**src/rtl/msmd_pkg.sv**
```systemverilog
package msmd_pkg;
  localparam int ADDR_W  = 16;
  localparam int ROM_W   = 14;
  localparam int ROMS_W  = 13;
  localparam int IO_W    = 5;
  localparam int BOOT_W  = 7;
  localparam int NUM_REG = 8;

  localparam logic [ADDR_W-1:0] RAM_SPLIT = {1'b1, {(ADDR_W-1){1'b0}}};
  localparam logic [ADDR_W-1:0] ROM2_BASE = {2'b11, {(ADDR_W-2){1'b0}}};
  localparam logic [ADDR_W-1:0] IO_BASE   = {{(ADDR_W-8){1'b1}}, 8'h00};
  localparam logic [ADDR_W-1:0] BOOT_BASE = {{(ADDR_W-8){1'b1}}, 8'h60};
  localparam logic [ADDR_W-1:0] CTL_BASE  = {{(ADDR_W-8){1'b1}}, 8'hC0};
  localparam logic [ADDR_W-1:0] VEC_BASE  = {{(ADDR_W-8){1'b1}}, 8'hE0};

  typedef enum logic [2:0] {
    REG_RAM  = 3'd0,
    REG_ROM0 = 3'd1,
    REG_ROM1 = 3'd2,
    REG_ROM2 = 3'd3,
    REG_IO0  = 3'd4,
    REG_IO1  = 3'd5,
    REG_IO2  = 3'd6,
    REG_BOOT = 3'd7
  } region_e;
endpackage

```
**src/rtl/msmd_ram_window.sv**
```systemverilog
module msmd_ram_window
  import msmd_pkg::*;
(
  input  logic [ADDR_W-1:0] addr_i,
  input  logic              write_i,
  input  logic              map_all_ram_i,
  input  logic              mem_64k_i,
  input  logic              page_hi_i,
  output logic              hit_o,
  output logic              thru_o,
  output logic [ADDR_W-1:0] ram_addr_o
);
  logic all_ram;
  logic low_half;
  logic [ADDR_W-1:0] read_top;

  assign all_ram  = mem_64k_i & map_all_ram_i;
  assign low_half = addr_i < RAM_SPLIT;
  assign read_top = all_ram ? IO_BASE : RAM_SPLIT;

  // reads and writes see different RAM upper bounds
  assign hit_o  = write_i ? low_half : (addr_i < read_top);
  assign thru_o = write_i & all_ram & ~low_half & (addr_i < IO_BASE);

  always_comb begin
    ram_addr_o = addr_i;
    if (mem_64k_i && !map_all_ram_i && page_hi_i && low_half)
      ram_addr_o[ADDR_W-1] = 1'b1;
  end
endmodule

```
**src/rtl/msmd_upper_decode.sv**
```systemverilog
module msmd_upper_decode
  import msmd_pkg::*;
(
  input  logic [ADDR_W-1:0] addr_i,
  output region_e           region_o,
  output logic [ROM_W-1:0]  rom_addr_o,
  output logic [IO_W-1:0]   io_addr_o,
  output logic [BOOT_W-1:0] boot_addr_o
);
  logic vec_alias;
  assign vec_alias = addr_i >= VEC_BASE;

  always_comb begin
    if (addr_i < ROM2_BASE || vec_alias) begin
      region_o   = addr_i[ROMS_W] ? REG_ROM1 : REG_ROM0;
      rom_addr_o = {1'b0, addr_i[ROMS_W-1:0]};
    end else if (addr_i < IO_BASE) begin
      region_o   = REG_ROM2;
      rom_addr_o = addr_i[ROM_W-1:0];
    end else if (addr_i < BOOT_BASE) begin
      rom_addr_o = addr_i[ROM_W-1:0];
      case (addr_i[IO_W+1:IO_W])
        2'd0:    region_o = REG_IO0;
        2'd1:    region_o = REG_IO1;
        default: region_o = REG_IO2;
      endcase
    end else begin
      region_o   = REG_BOOT;
      rom_addr_o = addr_i[ROM_W-1:0];
    end
  end

  assign io_addr_o   = addr_i[IO_W-1:0];
  // low 7 bits minus 0x60 wrap to the 0..0x7F window offset
  assign boot_addr_o = addr_i[BOOT_W-1:0] - BOOT_BASE[BOOT_W-1:0];
endmodule

```
**src/rtl/msmd_ctl_strobe.sv**
```systemverilog
module msmd_ctl_strobe
  import msmd_pkg::*;
(
  input  logic [ADDR_W-1:0] addr_i,
  input  logic              valid_i,
  input  logic              write_i,
  output logic              we_o,
  output logic [IO_W-1:0]   ofs_o
);
  assign we_o  = valid_i & write_i & (addr_i >= CTL_BASE) & (addr_i < VEC_BASE);
  assign ofs_o = addr_i[IO_W-1:0];
endmodule

```
**src/rtl/msmd_top.sv**
```systemverilog
module msmd_top
  import msmd_pkg::*;
(
  input  logic              clk_i,
  input  logic              rst_ni,
  input  logic              valid_i,
  input  logic              write_i,
  input  logic [ADDR_W-1:0] addr_i,
  input  logic              map_all_ram_i,
  input  logic              mem_64k_i,
  input  logic              page_hi_i,
  output logic [NUM_REG-1:0] sel_o,
  output logic              ram_we_thru_o,
  output logic [ADDR_W-1:0] ram_addr_o,
  output logic [ROM_W-1:0]  rom_addr_o,
  output logic [IO_W-1:0]   io_addr_o,
  output logic [BOOT_W-1:0] boot_addr_o,
  output logic              ctl_we_o,
  output logic [IO_W-1:0]   ctl_ofs_o
);
  logic    ram_hit;
  logic    ram_thru;
  region_e upper_region;
  region_e region;

  msmd_ram_window u_ram (
    .addr_i        (addr_i),
    .write_i       (write_i),
    .map_all_ram_i (map_all_ram_i),
    .mem_64k_i     (mem_64k_i),
    .page_hi_i     (page_hi_i),
    .hit_o         (ram_hit),
    .thru_o        (ram_thru),
    .ram_addr_o    (ram_addr_o)
  );

  msmd_upper_decode u_upper (
    .addr_i      (addr_i),
    .region_o    (upper_region),
    .rom_addr_o  (rom_addr_o),
    .io_addr_o   (io_addr_o),
    .boot_addr_o (boot_addr_o)
  );

  msmd_ctl_strobe u_ctl (
    .addr_i  (addr_i),
    .valid_i (valid_i),
    .write_i (write_i),
    .we_o    (ctl_we_o),
    .ofs_o   (ctl_ofs_o)
  );

  assign region        = ram_hit ? REG_RAM : upper_region;
  assign ram_we_thru_o = valid_i & ram_thru;

  for (genvar g = 0; g < NUM_REG; g++) begin : g_sel
    assign sel_o[g] = valid_i & (region == region_e'(g));
  end

  assert_idle_quiet_R1: assert property (@(posedge clk_i) disable iff (!rst_ni)
    !valid_i |-> (sel_o == '0) && !ram_we_thru_o && !ctl_we_o);

  assert_one_region_R2: assert property (@(posedge clk_i) disable iff (!rst_ni)
    valid_i |-> $onehot(sel_o));

  assert_read_bound_R3: assert property (@(posedge clk_i) disable iff (!rst_ni)
    (sel_o[0] && !write_i) |-> (addr_i < IO_BASE));

  assert_write_bound_R3: assert property (@(posedge clk_i) disable iff (!rst_ni)
    (sel_o[0] && write_i) |-> (addr_i < RAM_SPLIT));

  assert_high_ram_unmoved_R4: assert property (@(posedge clk_i) disable iff (!rst_ni)
    (sel_o[0] && addr_i[ADDR_W-1]) |-> (ram_addr_o == addr_i));

  assert_ctl_in_boot_R9: assert property (@(posedge clk_i) disable iff (!rst_ni)
    ctl_we_o |-> (write_i && sel_o[7]));

  assert_thru_on_rom_R10: assert property (@(posedge clk_i) disable iff (!rst_ni)
    ram_we_thru_o |-> (write_i && (sel_o[1] || sel_o[2] || sel_o[3])
                       && ram_addr_o == addr_i));
endmodule

```
**config.mk**
```make
export PLATFORM = sky130hd
export DESIGN_NAME = msmd_top
export DESIGN_NICKNAME = d
export VERILOG_FILES = /design/src/rtl/msmd_pkg.sv /design/src/rtl/msmd_ram_window.sv /design/src/rtl/msmd_upper_decode.sv /design/src/rtl/msmd_ctl_strobe.sv /design/src/rtl/msmd_top.sv
export SDC_FILE = /design/constraint.sdc
export NUM_CORES = 1
export LEC_CHECK = 0
export BUFFER_PORTS_ARGS = -buffer_cell sky130_fd_sc_hd__buf_2
export CORE_AREA = 8 8 54 56
export DETAILED_ROUTE_END_ITERATION = 8
export DIE_AREA = 0 0 62 64
export GPL_ROUTABILITY_DRIVEN = 0
export PLACE_DENSITY_LB_ADDON = 0.2
export SETUP_SLACK_MARGIN = 0.4
export SYNTH_ARGS = -nofsm -noshare
export SYNTH_HDL_FRONTEND = slang
export SYNTH_SLANG_ARGS = --single-unit
```
**constraint.sdc**
```tcl
create_clock -name vclk -period 2.2
set_clock_uncertainty 0.05 [all_clocks]
set_input_delay 0.33 -clock vclk [all_inputs]
set_output_delay 0.33 -clock vclk [all_outputs]
set_load 0.02 [all_outputs]
```
# Word-level counts from Yosys, hierarchy flattened
# Index checks and enable logic that the tools add are counted.
op_classes:
  n_addsub: 1
  magnitude_cmp: 8
  n_bitwise: 17
  n_eq_ne: 8
  reduce_logical: 7
  muxes: 10
ops:
  columns: ["operator", "n"]
  rows:
  - ["16-bit less-than comparator (second input constant)", 5]
  - ["16-bit greater-or-equal comparator (second input constant)", 2]
  - ["1-bit bitwise AND", 16]
  - ["16-bit less-than comparator", 1]
  - ["15-bit two-way mux", 1]
  - ["14-bit two-way mux", 1]
  - ["3-bit == test (second input constant)", 4]
  - ["3-bit two-way mux", 3]
  - ["7-bit subtractor (second input constant)", 1]
  - ["3-bit by 2-bit == test with 1-bit output (second input constant)", 2]
  - ["2-bit two-way mux", 2]
  - ["2-bit one-hot mux with 2 select lines", 1]
  - ["3-bit by 1-bit == test with 1-bit output (second input constant)", 1]
  - ["1-bit logical AND", 3]
  - ["3-bit logical NOT", 1]
  - ["2-bit by 1-bit == test with 1-bit output (second input constant)", 1]
  - ["2-bit logical NOT", 1]
  - ["1-bit two-way mux", 2]
  - ["1-bit logical NOT", 1]
  - ["1-bit logical OR", 1]
  - ["1-bit NOT", 1]
word_totals:
  inputBits: 23
  output_inout_bits: 57
  word_cells: 51
  reg_bits: 0

# Logic depth before layout (Yosys ltp)
logic_depth:
  depth_word: 8
  depth_mapped: 6
  ltp_nobuf: 6

# Modules after synthesis
# A second synthesis with hierarchy kept.
unflattened:
  cells_unflattened: 102
  hier_area_um2: 754.5
by_module_without_submodules:
  columns: ["mod", "instances", "seq_area_each_um2", "area_each_um2", "cells_per_inst"]
  rows:
  - ["msmd_upper_decode", 1, 0.0, 304.0, 41]
  - ["msmd_ram_window", 1, 0.0, 275.3, 37]
  - ["msmd_top", 1, 0.0, 101.3, 14]
  - ["msmd_ctl_strobe", 1, 0.0, 73.8, 10]

# Worst setup path after synthesis
# Ideal clock, no wire load.
synth_path:
  kind: "input port to output port"
  start: "input mem_64k_i"
  end: "output sel_o[1]"
  arrival_ns: 1.947
  setup_slack_ns: -0.127
  cell_stages: 6
  t_required_ns: 1.820
  n_path_buf: 0
  cell_sequence: "nand2_1 ha_1 a211oi_1 o21ai_0 nand4b_1 a221oi_1"
synth_between:
  elab_chain_len: 7
synth_rtl:
  columns: ["element", "line_no", "text"]
  rows:
  - ["start, declared", "msmd_top.sv:10", "input logic mem_64k_i,"]
  - ["1-bit bitwise AND", "msmd_ram_window.sv:17", "assign all_ram = mem_64k_i & map_all_ram_i;"]
  - ["15-bit two-way mux", "msmd_ram_window.sv:19", "assign read_top = all_ram ? IO_BASE : RAM_SPLIT;"]
  - ["16-bit less-than comparator", "msmd_ram_window.sv:22", "assign hit_o = write_i ? low_half : (addr_i < read_top);"]
  - ["1-bit two-way mux", "msmd_ram_window.sv:22", null]
  - ["3-bit two-way mux", "msmd_top.sv:53", "assign region = ram_hit ? REG_RAM : upper_region;"]
  - ["3-bit by 1-bit == test with 1-bit output", "msmd_top.sv:57", "assign sel_o[g] = valid_i & (region == region_e'(g));"]
  - ["1-bit bitwise AND", "msmd_top.sv:57", null]
  - ["end, declared", "msmd_top.sv:12", "output logic [NUM_REG-1:0] sel_o,"]
# Every way passes these cells.

# Worst setup path in the final report
layout_path:
  start: "input mem_64k_i"
  end: "output sel_o[2]"
layout_between:
  elab_chain_len: 7
layout_rtl:
  columns: ["element", "line_no"]
  rows:
  - ["1-bit bitwise AND", "msmd_ram_window.sv:17"]
  - ["15-bit two-way mux", "msmd_ram_window.sv:19"]
  - ["16-bit less-than comparator", "msmd_ram_window.sv:22"]
  - ["1-bit two-way mux", "msmd_ram_window.sv:22"]
  - ["3-bit two-way mux", "msmd_top.sv:53"]
  - ["3-bit by 2-bit == test with 1-bit output", "msmd_top.sv:57"]
  - ["1-bit bitwise AND", "msmd_top.sv:57"]
# Every way passes these cells.

==> impl_metrics.py <==
metrics = {
    "timing": {
        "min_period_ns": 2.16,
        "rsz0062_at_grt": "true",
        "maxSlewViolCount": 0,
        "hold_viol": 0,
        "finalCritPeriodShare_pct": 98.2,
        "worstMarginPinSlew_ns": 0.260,
        "slew_headroom_pct": 82.6,
        "fmax_mhz": 463,
        "finalSetupViolCount": 0,
    },
    "final_layout": {
        "register_area_um2": 0,
        "syn2layout_area_growth_pct": 73.1,
        "final-instance-count-excl-fill": 181,
        "clkbuf_count": 0,
        "nFlopsAndLatches": 0,
        "layout.nets": 185,
        "layout-drive-gt1-share_pct": 79.1,
        "diodes": 0,
        "nFillCells": 195,
    },
    "synthesis": {
        "synth.area.top_cells": "buf_4 43%, ha_1 12%, nand4b_1 3.5%",
        "ys_warn_count": 0,
        "synthCells": 99,
        "synth_top_area_share_pct": 43.4,
        "netlist_area_um2": 744,
        "avgSynthCellArea_um2": 7.52,
        "yosys.area.top_type": "buf_4",
        "yosysSeqAreaShare_pct": 0,
        "yosysUniqueCellTypes": 31,
        "synth_nets": 129,
        "ys_top_cells_by_count": "43 x buf_4, 7 x ha_1, 4 x a21oi_1, 4 x inv_1, 4 x nand2_1",
        "synth_most_common_cell": "buf_4",
    },
    "die": {
        "dieArea_um2": 3970,
        "die_h_um": 64,
        "start_util_pct": 35.4,
        "core_area_um2": 2110,
        "ioPinCount": 80,
        "num_rows": 17,
        "fp.dieW_um": 62,
    },
    "power": {
        "max-vdd-ir-drop_uv": 120,
        "finalPower_uw": 275,
        "p_leak_nw": 0.631,
        "powerDensity_nw_per_um2": 214,
    },
    "global_route": {
        "grt_pass1_wl_um": 4060,
        "grtUsageTotal_pct": 12.4,
        "grt_remaining_overflow": 0,
        "grt_max_degree": 9,
        "antenna_found_initial": 0,
        "grt_pass1_vias": 887,
    },
    "detailed_routing": {
        "drt-total-wl_um": 2690,
        "ant_nets": 0,
        "drt_iter0_markers": 12,
        "vias": 861,
        "drtPass1Iterations": 3,
        "drc": 0,
        "wl_per_cell_um": 14.9,
        "viasPerCell": 4.76,
    },
    "setup_path": {
        "critPathLaunchType": "primary input",
        "endpoint_kind": "output port",
        "critical_path_class": "in -> out",
        "cp_data_required_time_ns": 1.82,
        "path_max_fanout": 7,
        "cp.arrival_ns": 1.78,
        "startpoint": "mem_64k_i",
    },
    "place": {
        "port_buffers": 78,
        "post-place-cells": 172,
        "place_hpwl_um": 2120,
    },
    "worst_hold_path": {
        "min_to": "rom_addr_o[1]",
        "min_path_cells": 2,
        "min-delay-start": "addr_i[1]",
        "hold_path_class": "in -> out",
    },
    "flow_run": {
        "maxCapViolCount": 0,
    },
    "status": {
        "status": "finished clean",
    },
}
-- kinds of logic after synthesis --
logic type      synth area share, %
buf+inv                        45.4
simple gates                   20.2
compound gates                 21.3
fa+ha+maj                      13.1
-- metrics by stage --
stage | utilization [%] | cell area (um^2) | setup WS (ns) | hold WS, ns | setup TNS [ns]
2_1_floorplan | - | 826 | 0.138 | 0.652 | 0
3_3_place_gp | 47.7 | 1000 | -0.0737 | 0.874 | -0.466
3_5_place_dp | 47.7 | 1000 | -0.0863 | 0.878 | -0.543
4_1_cts | 56.0 | 1180 | 0.0480 | 0.847 | 0
5_1_grt | 61.2 | 1290 | -0.0216 | 0.855 | -0.0548
6_report | 61.2 | 1290 | 0.0394 | 0.843 | 0
-- cell usage in the layout (no fill, tap or decap), drive strengths merged, types with 2 or more instances in the layout --
cell / n
buf: 97
ha: 7
inv: 4
nand2: 4
o21ai: 4
a21oi: 4
nand4: 3
nand4b: 3
nor2: 3
a211oi: 3
nand3: 2
a21o: 2
-- routing by layer --
metal / share of wire [%] / GRT usage (%) / wire length, um
met5: 0 / 0 / 0
met4: 1.6 / 1.99 / 42
met3: 10 / 3.20 / 279
met2: 55 / 22.9 / 1470
met1: 33 / 13.6 / 900
-- worst max-delay path by stage --
stage               end  slack [ns]
5_1_grt        sel_o[1]       -0.02
4_1_cts        sel_o[2]        0.05
6_report       sel_o[2]        0.04
2_1_floorplan  sel_o[1]        0.14
3_3_place_gp   sel_o[2]       -0.07
3_5_place_dp   sel_o[2]       -0.09
-- critical path, cell delays in order --
cell and delay (ns):
buf_8 0.10, nand2_8 0.08, ha_4 0.20, a21o_1 0.15
maj3_2 0.33, o211ai_4 0.19, buf_12 0.15, a211oi_2 0.07
buf_4 0.16
-- area by class of cell --
type               instances  area, um^2  share of cell area, %
inverters                  4        15.0                   1.17
multi-input cells         52         569                   44.2
well taps                 28        35.0                   2.72
repair buffers            97         669                   51.9
-- report_power, final --
| group | internal, mW | switching, mW | total, mW |
|---|---|---|---|
| clock | 0 | 0 | 0 |
| combinational | 0.117 | 0.158 | 0.275 |
| sequential | 0 | 0 | 0 |
-- what timing repair did --
item	in CTS	in global routing
gates resized for setup	34	17
pin swaps	16	9
hold buffers	0	0
setup buffers	5	4
setup endpoints to repair	11	11
(Power assumes the default switching activity.)
